## config.mk

```make
export PLATFORM = sky130hd
export DESIGN_NAME = masked_irq_ctrl
export DESIGN_NICKNAME = d
export VERILOG_FILES = /design/src/rtl/mirq_pkg.sv /design/src/rtl/mirq_enable_reg.sv /design/src/rtl/mirq_pending_reg.sv /design/src/rtl/mirq_out_track.sv /design/src/rtl/masked_irq_ctrl.sv
export SDC_FILE = /design/constraint.sdc
export NUM_CORES = 1
export LEC_CHECK = 0
export BUFFER_PORTS_ARGS = -buffer_cell sky130_fd_sc_hd__buf_4
export CORE_UTILIZATION = 49
export CTS_BUF_LIST = sky130_fd_sc_hd__clkbuf_4
export CTS_CLUSTER_SIZE = 25
export DETAILED_ROUTE_END_ITERATION = 12
export HOLD_SLACK_MARGIN = 0.1
export PLACE_DENSITY = 0.94
export SLEW_MARGIN = 10
export SYNTH_ARGS = -nofsm -noshare
export SYNTH_HDL_FRONTEND = slang
export SYNTH_SLANG_ARGS = --single-unit
```

## constraint.sdc

```tcl
create_clock -name clk -period 2 [get_ports clk]
set_input_delay 0.4 -clock clk [delete_from_list [all_inputs] [get_ports clk]]
set_output_delay 0.4 -clock clk [all_outputs]
set_load 0.02 [all_outputs]
```

## src/rtl/mirq_pkg.sv

```systemverilog
package mirq_pkg;
   typedef enum logic [1:0] {
      SEL_MASK  = 2'b00,
      SEL_ACK   = 2'b01,
      SEL_RSVA  = 2'b10,
      SEL_RSVB  = 2'b11
   } host_sel_e;

   localparam int unsigned ACK_IDX_W = 4;
endpackage

```

## src/rtl/mirq_enable_reg.sv

```systemverilog
module mirq_enable_reg #(
   parameter int unsigned NUM_LINES = 8,
   parameter int unsigned DATA_W    = 8
) (
   input  logic                 clk,
   input  logic                 rst_n,
   input  logic                 wr_en,
   input  logic [NUM_LINES-1:0] wr_mask,
   output logic [NUM_LINES-1:0] en_q,
   output logic [NUM_LINES-1:0] en_d,
   output logic [DATA_W-1:0]    mask_rdata
);
   localparam int unsigned PAD_W = (DATA_W > NUM_LINES) ? DATA_W - NUM_LINES : 1;

   always_comb en_d = wr_en ? ~wr_mask : en_q;

   always_ff @(posedge clk or negedge rst_n) begin
      if (!rst_n) en_q <= '0;
      else        en_q <= en_d;
   end

   generate
      if (DATA_W > NUM_LINES) begin : g_pad
         always_comb mask_rdata = {{PAD_W{1'b1}}, ~en_q};
      end else begin : g_exact
         always_comb mask_rdata = ~en_q;
      end
   endgenerate

   // the read-back returns the byte the host wrote
   assert_mask_readback_R2: assert property (@(posedge clk) disable iff (!rst_n)
      wr_en |=> (mask_rdata[NUM_LINES-1:0] == $past(wr_mask)));
   // with no mask write the enable set holds its value
   assert_enable_hold_R10: assert property (@(posedge clk) disable iff (!rst_n)
      !wr_en |=> $stable(en_q));
endmodule

```

## src/rtl/mirq_pending_reg.sv

```systemverilog
module mirq_pending_reg
   import mirq_pkg::*;
#(
   parameter int unsigned NUM_LINES = 8
) (
   input  logic                 clk,
   input  logic                 rst_n,
   input  logic [NUM_LINES-1:0] raise,
   input  logic [NUM_LINES-1:0] clear,
   input  logic                 ack_en,
   input  logic [ACK_IDX_W-1:0] ack_idx,
   output logic [NUM_LINES-1:0] pend_q,
   output logic [NUM_LINES-1:0] pend_d
);
   logic [NUM_LINES-1:0] ack_hit;

   generate
      for (genvar i = 0; i < NUM_LINES; i++) begin : g_line
         always_comb begin
            ack_hit[i] = ack_en && (ack_idx == ACK_IDX_W'(i));
            // a raise overrides a clear or acknowledge of the same line
            pend_d[i]  = raise[i] | (pend_q[i] & ~clear[i] & ~ack_hit[i]);
         end
      end
   endgenerate

   always_ff @(posedge clk or negedge rst_n) begin
      if (!rst_n) pend_q <= '0;
      else        pend_q <= pend_d;
   end

   // every raised line is pending one cycle later
   assert_raise_sets_R5: assert property (@(posedge clk) disable iff (!rst_n)
      (|raise) |=> ((pend_q & $past(raise)) == $past(raise)));
   // a clear that is not overridden removes the bit
   assert_clear_removes_R6: assert property (@(posedge clk) disable iff (!rst_n)
      (|(clear & ~raise)) |=> ((pend_q & $past(clear & ~raise)) == '0));
   // an acknowledge clears at most one bit
   assert_ack_single_R4: assert property (@(posedge clk) disable iff (!rst_n)
      (ack_en && raise == '0 && clear == '0) |=> ($countones($past(pend_q) & ~pend_q) <= 1));
endmodule

```

## src/rtl/mirq_out_track.sv

```systemverilog
module mirq_out_track #(
   parameter int unsigned NUM_LINES = 8
) (
   input  logic                 clk,
   input  logic                 rst_n,
   input  logic [NUM_LINES-1:0] pend_d,
   input  logic [NUM_LINES-1:0] en_d,
   output logic                 irq_q
);
   always_ff @(posedge clk or negedge rst_n) begin
      if (!rst_n) irq_q <= 1'b0;
      else        irq_q <= |(pend_d & en_d);
   end
endmodule

```

## src/rtl/masked_irq_ctrl.sv

```systemverilog
module masked_irq_ctrl
   import mirq_pkg::*;
#(
   parameter int unsigned NUM_LINES = 8,
   parameter int unsigned DATA_W    = 8
) (
   input  logic                 clk,
   input  logic                 rst_n,
   input  logic                 host_wen,
   input  logic [1:0]           host_sel,
   input  logic [DATA_W-1:0]    host_wdata,
   input  logic [NUM_LINES-1:0] dev_raise,
   input  logic [NUM_LINES-1:0] dev_clear,
   output logic [DATA_W-1:0]    mask_rdata,
   output logic [NUM_LINES-1:0] status_o,
   output logic                 irq_o
);
   generate
      if (NUM_LINES < 1 || NUM_LINES > (1 << ACK_IDX_W)) begin : g_bad_lines
         $error("NUM_LINES must lie in 1..16");
      end
      if (DATA_W < NUM_LINES || DATA_W < ACK_IDX_W) begin : g_bad_width
         $error("DATA_W must cover NUM_LINES and the acknowledge index");
      end
   endgenerate

   host_sel_e            sel;
   logic                 mask_wr;
   logic                 ack_wr;
   logic [NUM_LINES-1:0] en_q, en_d, pend_q, pend_d;

   always_comb begin
      sel     = host_sel_e'(host_sel);
      mask_wr = host_wen && (sel == SEL_MASK);
      ack_wr  = host_wen && (sel == SEL_ACK);
   end

   mirq_enable_reg #(.NUM_LINES(NUM_LINES), .DATA_W(DATA_W)) u_enable (
      .clk(clk), .rst_n(rst_n), .wr_en(mask_wr),
      .wr_mask(host_wdata[NUM_LINES-1:0]),
      .en_q(en_q), .en_d(en_d), .mask_rdata(mask_rdata)
   );

   mirq_pending_reg #(.NUM_LINES(NUM_LINES)) u_pending (
      .clk(clk), .rst_n(rst_n), .raise(dev_raise), .clear(dev_clear),
      .ack_en(ack_wr), .ack_idx(host_wdata[ACK_IDX_W-1:0]),
      .pend_q(pend_q), .pend_d(pend_d)
   );

   mirq_out_track #(.NUM_LINES(NUM_LINES)) u_track (
      .clk(clk), .rst_n(rst_n), .pend_d(pend_d), .en_d(en_d), .irq_q(irq_o)
   );

   always_comb status_o = pend_q;

   // the output flag agrees with pending and mask at the ports
   assert_irq_consistent_R3: assert property (@(posedge clk) disable iff (!rst_n)
      irq_o == |(status_o & ~mask_rdata[NUM_LINES-1:0]));
   // a mask write alone never changes the pending bits
   assert_mask_keeps_pending_R9: assert property (@(posedge clk) disable iff (!rst_n)
      (mask_wr && dev_raise == '0 && dev_clear == '0) |=> $stable(status_o));
endmodule

```

==> impl_metrics.py <==
metrics = {
    "run_status": {
        "outcome": "complete, but fails checks",
        "violations": "design-rule violations",
    },
    "yosys": {
        "synth_edf_count": 0,
        "seq_area_frac_synth_pct": 50.1,
        "async_flop_share_pct": 100,
        "yosysWarningCount": 0,
        "synth_area_leader_cell": "dfrtp_1",
        "postSynthAreaPerCell_um2": 11.2,
        "ys_ff_latch": 17,
        "ys_types": 25,
        "yosysTopAreaCellShare_pct": 50.1,
        "synth_cells": 76,
        "syn-num-nets": 105,
        "synth_ff_type": "dfrtp_1",
        "syn-cell-area_um2": 850,
        "synth.area.top_cells": "dfrtp_1 (50%), inv_1 (7.5%), mux2i_1 (4.7%), nor2b_1 (4.4%), mux2_4 (3.5%)",
    },
    "finish": {
        "nets": 156,
        "num_antenna_cells": 0,
        "area_growth_pct": 46.4,
        "drive_above_1_share_pct": 42.9,
    },
    "power_and_ir_drop": {
        "finalPower_uw": 906,
        "peakVddDrop_mv": 0.562,
        "p_leak_nw": 0.649,
        "p_per_area_nw_per_um2": 729,
    },
    "floorplanning": {
        "start_util_pct": 54.5,
        "die_y_um": 43.6,
        "core_region_area_um2": 1560,
        "rows": 14,
        "io_pins": 46,
        "die_w_um": 43.6,
        "dieArea_um2": 1900,
    },
    "sta": {
        "layout_min_cycle_time_ns": 1.53,
        "rsz0062_at_grt": "false",
        "maxSlewViolCount": 0,
        "maxSlewHeadroom_pct": 75.0,
        "fmax_ghz": 0.653,
        "setup_viol_count_final": 0,
        "fin_crit_sh_pct": 76.6,
        "worst_slew_pin_slew_ns": 0.370,
        "finClkSkew_ns": 0.00602,
        "hold_viol": 0,
        "fin_tns_setup_ns": 0,
    },
    "critical_path": {
        "cp-end-kind": "register",
        "crit_slowest_cell": "or3b_1",
        "crit_type": "input port to register",
        "critPathMaxStageDelay_ns": 0.50,
        "crit_required_ns": 2.17,
        "critical_path.top_delay_family": "simple AND/OR/NAND/NOR gates",
        "cp_cell_sequence": "buf_4, or3b_1, buf_4, mux2i_1, a22oi_1, nand4_1",
        "rrSetupSlack_ns": 0.85,
        "critPathMaxFanout": 5,
        "crit_buf_inv": 2,
        "crit_top_cell": "buf_4",
        "startpoint_type": "input port",
        "crit_arrival_ns": 1.70,
    },
    "clock_network": {
        "tritoncts": "done",
        "cts_resized": 0,
        "post-cts-setup-buffers": 0,
        "cts_sinks": 17,
        "root_buffer": "clkbuf_4",
        "numCtsBuffers": 3,
        "htree_levels": 1,
        "clk_latency_ns": 0.29,
        "clk_path_buf_depth": 2,
        "cts.clk_slew.worst_paths_ns": 0.10,
    },
    "detailed_routing": {
        "drt_iter0_markers": 14,
        "route.detailed.drc": 2,
        "dr.pass1.iters": 8,
        "topRoutingLayerUsed": "met4",
        "routed-via-count": 755,
        "post_drt_wl_per_cell_um": 15.4,
        "ant_nets": 0,
        "dr_wl_met2_mm": 1.20,
        "viasPerCell": 5.32,
        "met3WireLength_um": 103,
        "wl_met1_um": 859,
        "wl_mm": 2.18,
    },
    "worst_hold_path": {
        "worst_hold_path_type": "input port to register",
    },
    "grt": {
        "grt_pass1_vias": 746,
        "gr-total-overflow": 0,
        "grtUsageTotal_pct": 25.4,
        "antenna_found_initial": 0,
        "grt_pass1_wl_mm": 3.47,
        "grt_start_max_net_pins": 18,
    },
    "place": {
        "place_congestion": 0.846,
        "numPortBuffers": 45,
        "dp_hpwl_mm": 1.73,
    },
    "job": {
        "drv_cap": 0,
    },
}
[Yosys cell counts (2+ instances only)]
master / n
inv_1: 17
a22oi_1: 2
a21oi_1: 2
mux2_4: 2
nor2_1: 2
mux2i_1: 4
nor4b_1: 3
mux2_2: 2
nor2b_1: 6
o22a_1: 2
o32a_1: 2
dfrtp_1: 17
a2bb2oi_1: 2
o2bb2ai_1: 2
[flip-flops by register name (all words and copies together) (netlist names)]
| register | count |
|---|---|
| u_track.irq_q | 1 |
| u_enable.en_q | 8 |
| u_pending.pend_q | 8 |
[layout by cell type (no fill, tap or decap), types with 2 or more instances in the layout]
cell type and instances:
o2bb2ai_1 2, clkbuf_4 4, o32a_1 2, o22a_1 2, inv_1 17, a22oi_1 2, dfrtp_1 17, mux2_2 2
a21oi_1 2, nor2b_1 6, mux2i_1 4, a2bb2oi_1 2, nor2_1 2, mux2_4 2, nor4b_1 3, buf_4 46
[routing by layer]
| metal | vias to the layer above | track usage, % |
|---|---|---|
| met5 | - | 0 |
| li1 | 369 | - |
| met2 | 24 | 46.0 |
| met4 | 0 | 5.63 |
| met3 | 2 | 3.75 |
| met1 | 360 | 31.9 |
[cell type report]
cell class,instances,area (um2)
Clock buffer,4,30.0
Fill cell,105,315
Inverter,17,63.8
Multi-Input combinational cell,41,349
Sequential cell,17,425
Tap cell,16,20.0
Timing Repair Buffer,47,355
[stage by stage]
step	cells	instance area, um2	hold slack [ns]	utilization [%]	setup WS [ns]
floorplan	76	850	0.104	-	0.357
global placement	137	1200	0.268	77.2	0.215
detailed placement	137	1200	0.274	77.2	0.185
CTS	142	1240	0.294	79.8	0.469
global route	142	1240	0.301	79.8	0.392
finish	142	1240	0.289	79.8	0.469
[worst reg2reg max path, cell delays in order, from the launching register on]
cell and delay [ns]:
dfrtp_1 0.39, nor2b_1 0.13, o22a_1 0.22, a22oi_1 0.18, nand4_1 0.11
[path summary, 6_finish.rpt]
check / start / endpoint / cells past startpoint
setup / recovery: host_sel[0] / u_track.irq_q$_DFF_PN0_ / 6
hold / removal: host_wdata[6] / u_enable.en_q[6]$_DFF_PN0_ / 2
setup reg to reg: u_pending.pend_q[6]$_DFF_PN0_ / u_track.irq_q$_DFF_PN0_ / 4
hold reg to reg: u_enable.en_q[6]$_DFF_PN0_ / u_enable.en_q[6]$_DFF_PN0_ / 2
max in group asynchronous: rst_n / u_pending.pend_q[0]$_DFF_PN0_ / 2
min in group asynchronous: rst_n / u_pending.pend_q[6]$_DFF_PN0_ / 2
[kinds of logic after synthesis]
logic type,share of synthesized area [%]
AO/OA/AOI/OAI,11.5
AND/OR/NAND/NOR,18.7
multiplexers,10.9
buffers and inverters,8.84
flip-flops,50.1
[where the power goes]
| part | leakage, nW | switching (mW) | internal [mW] |
|---|---|---|---|
| sequential | 0.187 | 0.0132 | 0.386 |
| combinational | 0.444 | 0.159 | 0.150 |
| clock | 0.0184 | 0.107 | 0.0911 |
| total | 0.649 | 0.279 | 0.627 |
[what timing repair did]
| action | CTS | global route |
|---|---|---|
| hold buffers | 1 | 0 |
| setup endpoints to repair | 0 | 0 |
| endpoints found under the hold margin | 17 | 0 |
Power figures use the tool's default switching activity.
